==> src/rtl/rmw_pkg.sv <==
package rmw_pkg;

    typedef enum logic [2:0] {
        S_IDLE,
        S_RD_REQ,
        S_RD_BEAT,
        S_WR_REQ,
        S_WR_BEAT,
        S_WR_RESP
    } seq_state_t;

    localparam logic [1:0] BURST_INCR = 2'b01;
    localparam logic [1:0] RESP_OKAY  = 2'b00;

    // control register offsets (byte addresses)
    localparam int unsigned OFS_CTRL = 'h00;
    localparam int unsigned OFS_BASE = 'h10;

    // control register bit positions
    localparam int unsigned BIT_START = 0;
    localparam int unsigned BIT_DONE  = 1;
    localparam int unsigned BIT_IDLE  = 2;
    localparam int unsigned BIT_READY = 3;
    localparam int unsigned BIT_ERR   = 4;

endpackage

==> src/rtl/rmw_csr.sv <==
module rmw_csr
    import rmw_pkg::*;
#(
    parameter int CSR_AW = 5,
    parameter int DATA_W = 32,
    parameter int ADDR_W = 32
) (
    input  logic                clk,
    input  logic                rst_n,
    input  logic [CSR_AW-1:0]   s_awaddr,
    input  logic                s_awvalid,
    output logic                s_awready,
    input  logic [DATA_W-1:0]   s_wdata,
    input  logic [DATA_W/8-1:0] s_wstrb,
    input  logic                s_wvalid,
    output logic                s_wready,
    output logic [1:0]          s_bresp,
    output logic                s_bvalid,
    input  logic                s_bready,
    input  logic [CSR_AW-1:0]   s_araddr,
    input  logic                s_arvalid,
    output logic                s_arready,
    output logic [DATA_W-1:0]   s_rdata,
    output logic [1:0]          s_rresp,
    output logic                s_rvalid,
    input  logic                s_rready,
    input  logic                idle_i,
    input  logic                done_i,
    input  logic                err_i,
    output logic                start_o,
    output logic [ADDR_W-1:0]   base_o
);

    localparam int NBYTES = ADDR_W / 8;
    localparam logic [CSR_AW-1:0] A_CTRL = CSR_AW'(OFS_CTRL);
    localparam logic [CSR_AW-1:0] A_BASE = CSR_AW'(OFS_BASE);

    logic                bvalid_q;
    logic                rvalid_q;
    logic [DATA_W-1:0]   rdata_q;
    logic                done_q;
    logic                err_q;
    logic [ADDR_W-1:0]   base_q;
    logic                wr_hs;
    logic                rd_hs;
    logic                wr_base;
    logic [DATA_W-1:0]   status_word;

    // address and data are taken together, one write at a time
    assign wr_hs     = s_awvalid && s_wvalid && !bvalid_q;
    assign s_awready = wr_hs;
    assign s_wready  = wr_hs;
    assign s_bvalid  = bvalid_q;
    assign s_bresp   = RESP_OKAY;

    assign rd_hs     = s_arvalid && !rvalid_q;
    assign s_arready = !rvalid_q;
    assign s_rvalid  = rvalid_q;
    assign s_rdata   = rdata_q;
    assign s_rresp   = RESP_OKAY;

    assign start_o = wr_hs && (s_awaddr == A_CTRL) && s_wstrb[0]
                     && s_wdata[BIT_START] && idle_i;
    assign wr_base = wr_hs && (s_awaddr == A_BASE);
    assign base_o  = base_q;

    always_comb begin
        status_word            = '0;
        status_word[BIT_DONE]  = done_q;
        status_word[BIT_IDLE]  = idle_i;
        status_word[BIT_READY] = idle_i;
        status_word[BIT_ERR]   = err_q;
    end

    always_ff @(posedge clk) begin
        if (!rst_n) begin
            bvalid_q <= 1'b0;
        end else if (wr_hs) begin
            bvalid_q <= 1'b1;
        end else if (s_bready) begin
            bvalid_q <= 1'b0;
        end
    end

    always_ff @(posedge clk) begin
        if (!rst_n) begin
            rvalid_q <= 1'b0;
            rdata_q  <= '0;
        end else if (rd_hs) begin
            rvalid_q <= 1'b1;
            unique case (s_araddr)
                A_CTRL:  rdata_q <= status_word;
                A_BASE:  rdata_q <= DATA_W'(base_q);
                default: rdata_q <= '0;
            endcase
        end else if (s_rready) begin
            rvalid_q <= 1'b0;
        end
    end

    // done: set wins over a simultaneous read, start clears
    always_ff @(posedge clk) begin
        if (!rst_n) begin
            done_q <= 1'b0;
        end else if (start_o) begin
            done_q <= 1'b0;
        end else if (done_i) begin
            done_q <= 1'b1;
        end else if (rd_hs && (s_araddr == A_CTRL)) begin
            done_q <= 1'b0;
        end
    end

    always_ff @(posedge clk) begin
        if (!rst_n) begin
            err_q <= 1'b0;
        end else if (start_o) begin
            err_q <= 1'b0;
        end else if (err_i) begin
            err_q <= 1'b1;
        end
    end

    // per-byte strobed update of the base register
    for (genvar gb = 0; gb < NBYTES; gb++) begin : g_base_byte
        always_ff @(posedge clk) begin
            if (!rst_n) begin
                base_q[gb*8 +: 8] <= 8'h00;
            end else if (wr_base && s_wstrb[gb]) begin
                base_q[gb*8 +: 8] <= s_wdata[gb*8 +: 8];
            end
        end
    end

endmodule

==> src/rtl/rmw_buf.sv <==
module rmw_buf #(
    parameter int WORDS    = 32,
    parameter int DATA_W   = 32,
    parameter int INCR_VAL = 100
) (
    input  logic                     clk,
    input  logic                     wr_en,
    input  logic [$clog2(WORDS)-1:0] wr_idx,
    input  logic [DATA_W-1:0]        wr_data,
    input  logic [$clog2(WORDS)-1:0] rd_idx,
    output logic [DATA_W-1:0]        rd_sum
);

    localparam logic [DATA_W-1:0] ADDEND = DATA_W'(INCR_VAL);

    logic [DATA_W-1:0] words [WORDS];

    always_ff @(posedge clk) begin
        if (wr_en) begin
            words[wr_idx] <= wr_data;
        end
    end

    // modular add on the way out; carry beyond DATA_W is dropped
    assign rd_sum = words[rd_idx] + ADDEND;

endmodule

==> src/rtl/rmw_seq.sv <==
module rmw_seq
    import rmw_pkg::*;
#(
    parameter int ADDR_W = 32,
    parameter int DATA_W = 32,
    parameter int WORDS  = 32
) (
    input  logic                     clk,
    input  logic                     rst_n,
    input  logic                     start_i,
    input  logic [ADDR_W-1:0]        base_i,
    output logic                     idle_o,
    output logic                     done_o,
    output logic                     err_o,
    output logic [ADDR_W-1:0]        m_araddr,
    output logic [7:0]               m_arlen,
    output logic [2:0]               m_arsize,
    output logic [1:0]               m_arburst,
    output logic                     m_arvalid,
    input  logic                     m_arready,
    input  logic [DATA_W-1:0]        m_rdata,
    input  logic [1:0]               m_rresp,
    input  logic                     m_rlast,
    input  logic                     m_rvalid,
    output logic                     m_rready,
    output logic [ADDR_W-1:0]        m_awaddr,
    output logic [7:0]               m_awlen,
    output logic [2:0]               m_awsize,
    output logic [1:0]               m_awburst,
    output logic                     m_awvalid,
    input  logic                     m_awready,
    output logic [DATA_W-1:0]        m_wdata,
    output logic [DATA_W/8-1:0]      m_wstrb,
    output logic                     m_wlast,
    output logic                     m_wvalid,
    input  logic                     m_wready,
    input  logic [1:0]               m_bresp,
    input  logic                     m_bvalid,
    output logic                     m_bready,
    output logic                     buf_we_o,
    output logic [$clog2(WORDS)-1:0] buf_idx_o,
    output logic [DATA_W-1:0]        buf_wdata_o,
    input  logic [DATA_W-1:0]        buf_sum_i
);

    localparam int                  IDX_W     = $clog2(WORDS);
    localparam logic [IDX_W-1:0]    LAST_IDX  = IDX_W'(WORDS - 1);
    localparam logic [7:0]          LEN_FIELD = 8'(WORDS - 1);
    localparam logic [2:0]          SIZE_CODE = 3'($clog2(DATA_W / 8));

    seq_state_t        state_q;
    seq_state_t        state_d;
    logic [ADDR_W-1:0] job_addr_q;
    logic [IDX_W-1:0]  beat_q;
    logic              r_hs;
    logic              w_hs;
    logic              b_hs;
    logic              beat_last;

    assign r_hs      = (state_q == S_RD_BEAT) && m_rvalid;
    assign w_hs      = (state_q == S_WR_BEAT) && m_wready;
    assign b_hs      = (state_q == S_WR_RESP) && m_bvalid;
    assign beat_last = (beat_q == LAST_IDX);

    // state register
    always_ff @(posedge clk) begin
        if (!rst_n) begin
            state_q <= S_IDLE;
        end else begin
            state_q <= state_d;
        end
    end

    // transitions
    always_comb begin
        state_d = state_q;
        unique case (state_q)
            S_IDLE:    if (start_i)                state_d = S_RD_REQ;
            S_RD_REQ:  if (m_arready)              state_d = S_RD_BEAT;
            S_RD_BEAT: if (r_hs && beat_last)      state_d = S_WR_REQ;
            S_WR_REQ:  if (m_awready)              state_d = S_WR_BEAT;
            S_WR_BEAT: if (w_hs && beat_last)      state_d = S_WR_RESP;
            S_WR_RESP: if (m_bvalid)               state_d = S_IDLE;
            default:                               state_d = S_IDLE;
        endcase
    end

    // job address and beat index
    always_ff @(posedge clk) begin
        if (!rst_n) begin
            job_addr_q <= '0;
            beat_q     <= '0;
        end else begin
            if ((state_q == S_IDLE) && start_i) begin
                job_addr_q <= base_i;
            end
            if ((state_q == S_RD_REQ) || (state_q == S_WR_REQ)) begin
                beat_q <= '0;
            end else if (r_hs || w_hs) begin
                beat_q <= beat_q + 1'b1;
            end
        end
    end

    // outputs
    always_comb begin
        m_arvalid   = 1'b0;
        m_rready    = 1'b0;
        m_awvalid   = 1'b0;
        m_wvalid    = 1'b0;
        m_bready    = 1'b0;
        idle_o      = 1'b0;
        done_o      = 1'b0;
        err_o       = 1'b0;
        buf_we_o    = 1'b0;
        unique case (state_q)
            S_IDLE:    idle_o    = 1'b1;
            S_RD_REQ:  m_arvalid = 1'b1;
            S_RD_BEAT: begin
                m_rready = 1'b1;
                buf_we_o = m_rvalid;
                err_o    = m_rvalid && ((m_rresp != RESP_OKAY) || (m_rlast != beat_last));
            end
            S_WR_REQ:  m_awvalid = 1'b1;
            S_WR_BEAT: m_wvalid  = 1'b1;
            S_WR_RESP: begin
                m_bready = 1'b1;
                done_o   = b_hs;
                err_o    = b_hs && (m_bresp != RESP_OKAY);
            end
            default:   idle_o    = 1'b0;
        endcase
    end

    assign buf_idx_o   = beat_q;
    assign buf_wdata_o = m_rdata;

    assign m_araddr  = job_addr_q;
    assign m_arlen   = LEN_FIELD;
    assign m_arsize  = SIZE_CODE;
    assign m_arburst = BURST_INCR;
    assign m_awaddr  = job_addr_q;
    assign m_awlen   = LEN_FIELD;
    assign m_awsize  = SIZE_CODE;
    assign m_awburst = BURST_INCR;
    assign m_wdata   = buf_sum_i;
    assign m_wstrb   = '1;
    assign m_wlast   = (state_q == S_WR_BEAT) && beat_last;

endmodule

==> src/rtl/rmw_engine.sv <==
module rmw_engine #(
    parameter int ADDR_W   = 32,
    parameter int DATA_W   = 32,
    parameter int WORDS    = 32,
    parameter int INCR_VAL = 100,
    parameter int CSR_AW   = 5
) (
    input  logic                clk,
    input  logic                rst_n,
    input  logic [CSR_AW-1:0]   s_awaddr,
    input  logic                s_awvalid,
    output logic                s_awready,
    input  logic [DATA_W-1:0]   s_wdata,
    input  logic [DATA_W/8-1:0] s_wstrb,
    input  logic                s_wvalid,
    output logic                s_wready,
    output logic [1:0]          s_bresp,
    output logic                s_bvalid,
    input  logic                s_bready,
    input  logic [CSR_AW-1:0]   s_araddr,
    input  logic                s_arvalid,
    output logic                s_arready,
    output logic [DATA_W-1:0]   s_rdata,
    output logic [1:0]          s_rresp,
    output logic                s_rvalid,
    input  logic                s_rready,
    output logic [ADDR_W-1:0]   m_araddr,
    output logic [7:0]          m_arlen,
    output logic [2:0]          m_arsize,
    output logic [1:0]          m_arburst,
    output logic                m_arvalid,
    input  logic                m_arready,
    input  logic [DATA_W-1:0]   m_rdata,
    input  logic [1:0]          m_rresp,
    input  logic                m_rlast,
    input  logic                m_rvalid,
    output logic                m_rready,
    output logic [ADDR_W-1:0]   m_awaddr,
    output logic [7:0]          m_awlen,
    output logic [2:0]          m_awsize,
    output logic [1:0]          m_awburst,
    output logic                m_awvalid,
    input  logic                m_awready,
    output logic [DATA_W-1:0]   m_wdata,
    output logic [DATA_W/8-1:0] m_wstrb,
    output logic                m_wlast,
    output logic                m_wvalid,
    input  logic                m_wready,
    input  logic [1:0]          m_bresp,
    input  logic                m_bvalid,
    output logic                m_bready
);

    localparam int IDX_W = $clog2(WORDS);

    logic              job_start;
    logic [ADDR_W-1:0] base_addr;
    logic              eng_idle;
    logic              job_done;
    logic              job_err;
    logic              buf_we;
    logic [IDX_W-1:0]  buf_idx;
    logic [DATA_W-1:0] buf_wdata;
    logic [DATA_W-1:0] buf_sum;

    rmw_csr #(
        .CSR_AW (CSR_AW),
        .DATA_W (DATA_W),
        .ADDR_W (ADDR_W)
    ) u_csr (
        .clk       (clk),
        .rst_n     (rst_n),
        .s_awaddr  (s_awaddr),
        .s_awvalid (s_awvalid),
        .s_awready (s_awready),
        .s_wdata   (s_wdata),
        .s_wstrb   (s_wstrb),
        .s_wvalid  (s_wvalid),
        .s_wready  (s_wready),
        .s_bresp   (s_bresp),
        .s_bvalid  (s_bvalid),
        .s_bready  (s_bready),
        .s_araddr  (s_araddr),
        .s_arvalid (s_arvalid),
        .s_arready (s_arready),
        .s_rdata   (s_rdata),
        .s_rresp   (s_rresp),
        .s_rvalid  (s_rvalid),
        .s_rready  (s_rready),
        .idle_i    (eng_idle),
        .done_i    (job_done),
        .err_i     (job_err),
        .start_o   (job_start),
        .base_o    (base_addr)
    );

    rmw_seq #(
        .ADDR_W (ADDR_W),
        .DATA_W (DATA_W),
        .WORDS  (WORDS)
    ) u_seq (
        .clk         (clk),
        .rst_n       (rst_n),
        .start_i     (job_start),
        .base_i      (base_addr),
        .idle_o      (eng_idle),
        .done_o      (job_done),
        .err_o       (job_err),
        .m_araddr    (m_araddr),
        .m_arlen     (m_arlen),
        .m_arsize    (m_arsize),
        .m_arburst   (m_arburst),
        .m_arvalid   (m_arvalid),
        .m_arready   (m_arready),
        .m_rdata     (m_rdata),
        .m_rresp     (m_rresp),
        .m_rlast     (m_rlast),
        .m_rvalid    (m_rvalid),
        .m_rready    (m_rready),
        .m_awaddr    (m_awaddr),
        .m_awlen     (m_awlen),
        .m_awsize    (m_awsize),
        .m_awburst   (m_awburst),
        .m_awvalid   (m_awvalid),
        .m_awready   (m_awready),
        .m_wdata     (m_wdata),
        .m_wstrb     (m_wstrb),
        .m_wlast     (m_wlast),
        .m_wvalid    (m_wvalid),
        .m_wready    (m_wready),
        .m_bresp     (m_bresp),
        .m_bvalid    (m_bvalid),
        .m_bready    (m_bready),
        .buf_we_o    (buf_we),
        .buf_idx_o   (buf_idx),
        .buf_wdata_o (buf_wdata),
        .buf_sum_i   (buf_sum)
    );

    rmw_buf #(
        .WORDS    (WORDS),
        .DATA_W   (DATA_W),
        .INCR_VAL (INCR_VAL)
    ) u_buf (
        .clk     (clk),
        .wr_en   (buf_we),
        .wr_idx  (buf_idx),
        .wr_data (buf_wdata),
        .rd_idx  (buf_idx),
        .rd_sum  (buf_sum)
    );

endmodule

==> config.mk <==
export PLATFORM = sky130hd
export DESIGN_NAME = rmw_engine
export DESIGN_NICKNAME = d
export VERILOG_FILES = /design/src/rtl/rmw_pkg.sv /design/src/rtl/rmw_csr.sv /design/src/rtl/rmw_buf.sv /design/src/rtl/rmw_seq.sv /design/src/rtl/rmw_engine.sv
export SDC_FILE = /design/constraint.sdc
export NUM_CORES = 1
export LEC_CHECK = 0
export BUFFER_PORTS_ARGS = -buffer_cell sky130_fd_sc_hd__buf_2
export CORE_MARGIN = 2
export CORE_UTILIZATION = 60
export CTS_BUF_LIST = sky130_fd_sc_hd__clkbuf_4 sky130_fd_sc_hd__clkbuf_8
export DETAILED_ROUTE_END_ITERATION = 7
export PLACE_DENSITY = 0.79
export SETUP_SLACK_MARGIN = 0.05
export SYNTH_ARGS = -nofsm -noshare
export SYNTH_HDL_FRONTEND = slang
export SYNTH_HIERARCHICAL = 1
export SYNTH_SLANG_ARGS = --single-unit
export TNS_END_PERCENT = 100
==> constraint.sdc <==
create_clock -name clk -period 5.7 [get_ports clk]
set_clock_uncertainty 0.15 [all_clocks]
set_input_delay 0.285 -clock clk [delete_from_list [all_inputs] [get_ports clk]]
set_output_delay 0.285 -clock clk [all_outputs]
set_load 0.005 [all_outputs]
# Yosys cells after proc, flatten, opt, wreduce, memory -nomap -nowiden
# Memories as Yosys holds them, arrays and structs flattened. A register that Yosys moved wholly into a read port is not among the register bits.
# Index checks and enable logic that the tools add are counted.
# word_totals
reg_bits	108
ram_bits	1024
output_inout_bits	173
memories	1
# op_classes
add_sub_neg	2
n_eq_ne	15
n_mux	27
bitwise_logic	1
n_reduce_logical	38
# memory_table
name	words	word_bits	read_ports	rd_clocked_by_memory_dff	write_ports	line	source
u_buf.words	32	32	1	1	1	rmw_buf.sv:16	logic [DATA_W-1:0] words [WORDS];
# ops
cell	count
one-hot mux 32 bit (2 select lines)	1
adder 32 x 7 -> 32 bit (second input constant)	1
logical AND 1 bit	22
two-way mux 3 bit	6
one-hot mux 3 bit (6 select lines)	1
two-way mux 1 bit	16
== test 5 bit (second input constant)	3
logical NOT 5 bit	2
two-way mux 5 bit	2
inequality test 2 bit (second input constant)	5
nonzero test 2 bit	5
== test 3 x 2 -> 1 bit (second input constant)	2
== test 3 bit (second input constant)	2
AND reduction 6 bit	1
adder 5 x 1 -> 5 bit (second input constant)	1
OR reduction 2 bit	2
== test 3 x 1 -> 1 bit (second input constant)	1
logical NOT 3 bit	1
logical OR 1 bit	3
logical NOT 1 bit	2
inequality test 2 x 1 -> 1 bit (second input constant)	1
one-hot mux 1 bit (2 select lines)	1
inequality test 1 bit	1
NOT 1 bit	1

# Depth between registers and ports, before layout
# Gate-level depths: netlist of the first run.
# depth
word_depth	8
ltp_mapped	17

# By module
# Netlist of the first run, hierarchy kept.
# modules_own_cells
module	instances	cells_per_inst	area_per_inst_um2	seq_area_each_um2
rmw_buf	1	1853	40370.0	30749.5
rmw_seq	1	335	2924.1	800.8
rmw_csr	1	326	2905.3	1361.3

# Worst setup path after synthesis of the first run
# OpenSTA, ideal clock, no wires.
# synth_path
kind	reg-to-output
startpoint	reg u_seq/buf_idx_o[1] (netlist name)
endpoint	out m_wdata[22]
arrival_ps	3487
setup_slack_ps	1778
path_stages_with_launch	18
path_buffers	7
cell_sequence	dfxtp_1 -> buf_6 -> buf_12 -> buf_12 -> buf_12 -> mux4_2 -> mux4_1 -> mux2i_1 -> inv_1 -> ha_1 -> nand2_1 -> and3_1 -> buf_2 -> or3_1 -> buf_2 -> or3_1 -> xor2_1 -> buf_4
# synth_rtl
element	line	source
end, declared	rmw_engine.sv:44	output logic [DATA_W-1:0] m_wdata,

==> impl_metrics.env, run 1 <==
export IMPL_coreArea_um2=76100
export IMPL_clk_insertion_delay_late_ps=800
export IMPL_netlist_area_um2=46200
export IMPL_nets=2970
export IMPL_setup_ws_ps=296
export IMPL_powerDensity_nw_per_um2=300
export IMPL_path_max_fanout=46
export IMPL_finalMaxSlewViolations=0
export IMPL_seqPwrFrac_pct=57.4
export IMPL_synth_area_leaders="edfxtp_1, mux4_2, dfxtp_1"
export IMPL_yosysWarningCount=6
export IMPL_clk_path_buf_depth=3
export IMPL_peakVddDrop_v=0.000272
export IMPL_placed_area_um2=47900
export IMPL_holdWs_ps=76.5
export IMPL_power_internal_mw=12.5
export IMPL_path_buf_inv=4
export IMPL_start_util_pct=60.7
export IMPL_die_width_um=281
export IMPL_drt_drc_violations_left=0
export IMPL_fin_crit_sh_pct=94.8
export IMPL_ys_flop_type="edfxtp_1"
export IMPL_syn_mean_instance_area_um2=18.4
export IMPL_synth_top_area_share_pct=66.6
export IMPL_cp_data_arrival_time_ps=4970
export IMPL_synth_cells=2514
export IMPL_pwr_share_clk_pct=41.0
export IMPL_worstPathCellList="buf_12 > buf_4 > mux4_2 > mux4_2 > mux2i_1 > buf_4 > nor4_4 > nand2_1 > nor3_1 > nand3_1 > xnor2_1 > buf_2"
export IMPL_async_flop_share_pct=0
export IMPL_dieArea_um2=79200
export IMPL_final_cells=4043
export IMPL_numCtsBuffers=172
export IMPL_rows=101
export IMPL_crit_family="simple AND/OR/NAND/NOR gates"
export IMPL_hold_path_class="primary input to register"
export IMPL_ys_seq_elements=1132
export IMPL_cts_root_buffer="clkbuf_8"
export IMPL_cp_num_cells=12
export IMPL_ys_top_cells_by_count="edfxtp_1, nand2_1, mux4_2"
export IMPL_power_leakage_nw=17.2
export IMPL_rsz0062_at_grt="false"
export IMPL_wl_um=113000
export IMPL_required_ps=5270
export IMPL_wl_per_cell_um=28.0
export IMPL_critPathSlowestCell="nor3_1"
export IMPL_fin_area_um2=52400
export IMPL_clkTransAtPathRegs_ps=60
export IMPL_swShare_pct=20.4
export IMPL_switching_power_mw=3.22
export IMPL_yosysSeqAreaShare_pct=71.2
export IMPL_tritoncts="built"
export IMPL_drt_pre_antenna_iters=7
export IMPL_synth_edff_count=1024
export IMPL_p_comb_share_pct=1.5
export IMPL_synth_most_common_cell="edfxtp_1"
export IMPL_htreeDepth=4
export IMPL_antenna_found_initial=3
export IMPL_place_inst=3610
export IMPL_viasPerCell=6.35
export IMPL_synthToLayoutAreaGrowth_pct=13.5
export IMPL_port_buffers=233
export IMPL_drtIter0Drc=3380
export IMPL_die_y_um=281
export IMPL_grt_pass1_vias=25700
export IMPL_maxCapViolations=0
export IMPL_vias=25700
export IMPL_hpwl_um=64200
export IMPL_grt_pass1_wl_um=164000
export IMPL_hold_violations=0
export IMPL_synth_distinct_cells=82
export IMPL_hold_depth=2
export IMPL_max_slew_margin_pct=9.01
export IMPL_place_gp_congestion=0.867
export IMPL_io_pin_count=268
export IMPL_start_kind="register"
export IMPL_drive_gt1_share_pct=29.7
export IMPL_critical_path_class="register to output port"
export IMPL_finalSetupViolCount=0
export IMPL_endpoint_kind="output port"
export IMPL_worst_r2r_path_depth=5
export IMPL_worst_slew_pin_slew_ps=1360
export IMPL_cpPeakStageDelay_ps=710
export IMPL_gr_total_overflow=0
export IMPL_status="complete, no violations"
export IMPL_ant_nets=0
export IMPL_period_minus_slack_ps=5400
export IMPL_pre_cts_ws_ps=848
export IMPL_grt_total_usage_pct=28.6
export IMPL_synth_top_cell_by_area="edfxtp_1"
export IMPL_cts_sinks=1132
export IMPL_grt_max_degree=138
export IMPL_totalNegativeSetupSlack_ps=0
export IMPL_fmax_ghz=0.185
-- state kept, by name (all words and copies together) (netlist names) --
name	cells
u_buf/words	1024
u_csr/base_o	32
u_csr/s_rdata	32
u_seq/m_araddr	32
u_seq/buf_idx_o	5
u_seq/state_q	3
u_csr/done_q	1
u_csr/err_q	1
u_csr/s_bvalid	1
u_csr/s_rvalid	1
-- final timing paths --
kind                                    startpoint                 end  slack, ps
worst min-delay path                         rst_n   u_csr/s_rdata[21]         80
worst max-delay path            u_seq/buf_idx_o[1]         m_wdata[24]        300
worst min register to register   u_csr/s_rdata[15]   u_csr/s_rdata[15]        320
worst max register to register  u_seq/buf_idx_o[1]  u_buf/words[15][7]       1570
-- cell usage in the layout, fill, tap and decap left out, types with 12 or more instances in the layout --
cell / instances
clkinv_1: 47
mux4_1: 40
dfxtp_1: 104
mux2i_1: 165
dlygate4sd3_1: 116
clkbuf_8: 179
mux4_2: 184
nor2_4: 32
and2_1: 12
buf_12: 19
edfxtp_1: 1024
clkbuf_4: 51
conb_1: 34
a211oi_1: 12
xnor2_1: 22
nand4_1: 30
clkinv_2: 16
a22oi_1: 36
o21ai_0: 18
buf_4: 49
nor2_1: 27
o22ai_1: 13
mux2_2: 28
a21boi_2: 30
nor3_1: 12
a21oi_1: 14
nand2_1: 216
a21boi_0: 35
nand3_1: 27
buf_2: 232
-- area by class of cell --
cell class	instances	area, um^2
Sequential cell	1132	32900
Fill cell	4595	23600
Multi-Input combinational cell	1136	11700
Timing Repair Buffer	416	3070
Clock buffer	230	2850
Tap cell	1030	1290
Clock inverter	78	498
Inverter	14	52.6
Antenna cell	7	17.5
-- what timing repair did --
action / CTS / global route
endpoints found under the hold margin: 1100 / 0
hold buffers: 116 / 0
gates resized for setup: 0 / 1
setup endpoints to repair: 2 / 2
pin swaps: 0 / 1
buffers inserted: 1 / 1
-- through the flow --
step | total power [mW] | utilization, %
CTS | 15.8 | 68.9
global route | 16.2 | 68.9
detailed placement | 9.41 | 62.9
floorplan | 9.35 | -
finish | 15.7 | 68.9
global placement | 9.39 | 62.9
-- power groups by stage --
stage               clock network, mW  registers [mW]  logic [mW]
finish                           6.45            9.04       0.243
global route                     6.88            9.04       0.265
CTS                              6.54            9.04       0.238
detailed placement                  0            9.21       0.194
global placement                    0            9.21       0.180
floorplan                           0            9.21       0.141
-- metal layers --
metal | track usage, % | routed length [um] | up-vias
li1 | - | - | 10600
met1 | 39.6 | 42100 | 13000
met2 | 46.0 | 55700 | 1803
met3 | 5.71 | 11900 | 238
met4 | 10.2 | 3300 | 2
met5 | 0 | 11 | -
-- kinds of logic after synthesis --
kind of cell / after synthesis / synth area share, %
AO/OA/AOI/OAI: 198 / 3.41
adder cells (fa/ha/maj): 3 / 0.0813
other: 3 / 0.0244
AND/OR/NAND/NOR: 453 / 5.00
buffers and inverters: 277 / 4.14
flip-flops: 1132 / 71.2
multiplexers: 418 / 15.5
XOR/XNOR: 30 / 0.569
Note: power is estimated with default switching activity, not from simulation.
==> run 2, diff against run 1 <==
- BUFFER_PORTS_ARGS: -buffer_cell sky130_fd_sc_hd__buf_2 -> -buffer_cell sky130_fd_sc_hd__buf_4
==> impl_metrics.env, run 2 (same netlist as run 1, synthesis figures left out) <==
export IMPL_io_pin_count=268
export IMPL_path_max_fanout=21
export IMPL_rows=101
export IMPL_clk_insertion_delay_late_ps=820
export IMPL_max_slew_margin_pct=11.0
export IMPL_regMostFlops="u_buf/words"
export IMPL_grt_most_used_layer="met2"
export IMPL_power_leakage_nw=17.3
export IMPL_clk_path_buf_depth=3
export IMPL_antenna_found_initial=4
export IMPL_hold_violations=0
export IMPL_die_y_um=281
export IMPL_vias=25800
export IMPL_largest_reg_flops=1024
export IMPL_period_minus_slack_ps=5270
export IMPL_wl_per_cell_um=28.5
export IMPL_die_width_um=281
export IMPL_path_buf_inv=2
export IMPL_drive_gt1_share_pct=30.1
export IMPL_grt_pass1_wl_um=167000
export IMPL_wl_um=115000
export IMPL_required_ps=5270
export IMPL_grt_total_usage_pct=29.2
export IMPL_numCtsBuffers=170
export IMPL_drt_drc_violations_left=0
export IMPL_htreeDepth=4
export IMPL_status="complete, no violations"
export IMPL_gr_usage_met1_pct=39.6
export IMPL_tritoncts="built"
export IMPL_maxCapViolations=0
export IMPL_worst_slew_pin_slew_ps=1330
export IMPL_crit_family="multiplexers"
export IMPL_rsz0062_at_grt="false"
export IMPL_synthToLayoutAreaGrowth_pct=14.7
export IMPL_critical_path_class="register to output port"
export IMPL_ant_nets=0
export IMPL_clkTransAtPathRegs_ps=60
export IMPL_met3_usage_pct=6.51
export IMPL_nets=2983
export IMPL_finalSetupViolCount=0
export IMPL_port_buffers=233
export IMPL_nFillCells=4561
export IMPL_coreArea_um2=76100
export IMPL_fin_crit_sh_pct=92.4
export IMPL_drtIter0Drc=3048
export IMPL_cp_data_arrival_time_ps=4830
export IMPL_finalMaxSlewViolations=0
export IMPL_dieArea_um2=79200
export IMPL_power_mw=15.9
export IMPL_multi_input_area_um2=11800
export IMPL_holdWs_ps=123
export IMPL_start_kind="register"
export IMPL_layout_commonest_cell="edfxtp_1"
export IMPL_mostFrequentLayoutCells="edfxtp_1, buf_4, nand2_1, mux4_2, clkbuf_8"
export IMPL_fmax_ghz=0.190
export IMPL_cpMostUsedCell="mux4_1"
export IMPL_cts_sinks=1132
export IMPL_drt_pre_antenna_iters=6
export IMPL_gr_total_overflow=0
export IMPL_grt_pass1_vias=25900
export IMPL_grt_max_degree=114
export IMPL_worstPathCellList="mux4_1 > mux4_1 > mux2i_1 > inv_1 > ha_1 > nand2_1 > and3_1 > nor3_2 > a31oi_1 > buf_4"
export IMPL_cts_root_buffer="clkbuf_8"
export IMPL_grt_use_met2_pct=46.9
export IMPL_totalNegativeSetupSlack_ps=0
export IMPL_endpoint_kind="output port"
export IMPL_hpwl_um=65200
export IMPL_cpPeakStageDelay_ps=680
export IMPL_hold_path_class="primary input to register"
export IMPL_fin_area_um2=53000
export IMPL_placed_area_um2=48400
export IMPL_place_gp_congestion=0.869
export IMPL_start_util_pct=60.7
export IMPL_viasPerCell=6.37
export IMPL_peakVddDrop_v=0.000284
export IMPL_critPathSlowestCell="dfxtp_4"
export IMPL_powerDensity_nw_per_um2=300
export IMPL_seq_area_um2=32900
run 2: cell count changes in the layout (fill, tap and decap cells not counted), moves of 4 or more:
cell / previous run / this run
buf_4: 49 / 305
buf_2: 232 / 0
buf_12: 19 / 5
clkinv_1: 47 / 38
clkbuf_8: 179 / 173
dlygate4sd3_1: 116 / 121
clkbuf_4: 51 / 55
diode_2: 7 / 3
run 2: per-stage QoR:
step                      cells  utilization (%)  setup slack (ps)
after floorplan            2545                -              1780
after CTS                  4046             69.6              77.0
after global placement     3620             63.6               978
after detailed placement   3620             63.6               891
after global routing       4049             69.7               246
final                      4049             69.7               435
run 2: repair_timing:
action | CTS | global route
setup buffers | 2 | 0
hold buffers | 121 | 0
endpoints found under the hold margin | 1106 | 0
resized for setup | 0 | 4
pin swaps | 0 | 0
setup endpoints to repair | 6 | 6
run 2: layer usage:
| metal | wire [um] | part of all wire (%) |
|---|---|---|
| met5 | 0 | 0 |
| met4 | 3950 | 3.4 |
| met3 | 11900 | 10 |
| met2 | 57500 | 50 |
| met1 | 42100 | 36 |
run 2: final timing paths:
kind | from | to | slack [ps] | cells after the start
min reg2reg | u_csr/s_rdata[30] | u_csr/s_rdata[30] | 320 | 2
min | s_wstrb[0] | u_seq/state_q[1] | 120 | 6
max reg2reg | u_seq/state_q[1] | u_buf/words[19][23] | 1530 | 5
max | u_seq/buf_idx_o[1] | m_wdata[14] | 430 | 10
run 2: cell type report:
| type | instances | area share, % |
|---|---|---|
| timing repair buffer | 431 | 6.79 |
| clock buffer | 228 | 5.27 |
| tap | 1030 | 2.43 |
| multi-input combinational | 1136 | 22.2 |
| antenna | 3 | 0.0142 |
| inverter | 14 | 0.104 |
| clock inverter | 75 | 1.08 |
| sequential | 1132 | 62.1 |
run 2: tightest hold or removal path, delay by kind of cell:
family / cells / cell delay [ps]
and+or+nand+nor: 3 / 470
buffers and inverters: 1 / 110
AOI/OAI and AO/OA: 1 / 100
muxes: 1 / 80
run 2: where the power goes:
| part | internal, mW | switching [mW] |
|---|---|---|
| Combinational | 0.0991 | 0.167 |
| Sequential | 9.04 | 0.00188 |
| Clock | 3.49 | 3.10 |
| Total | 12.6 | 3.26 |
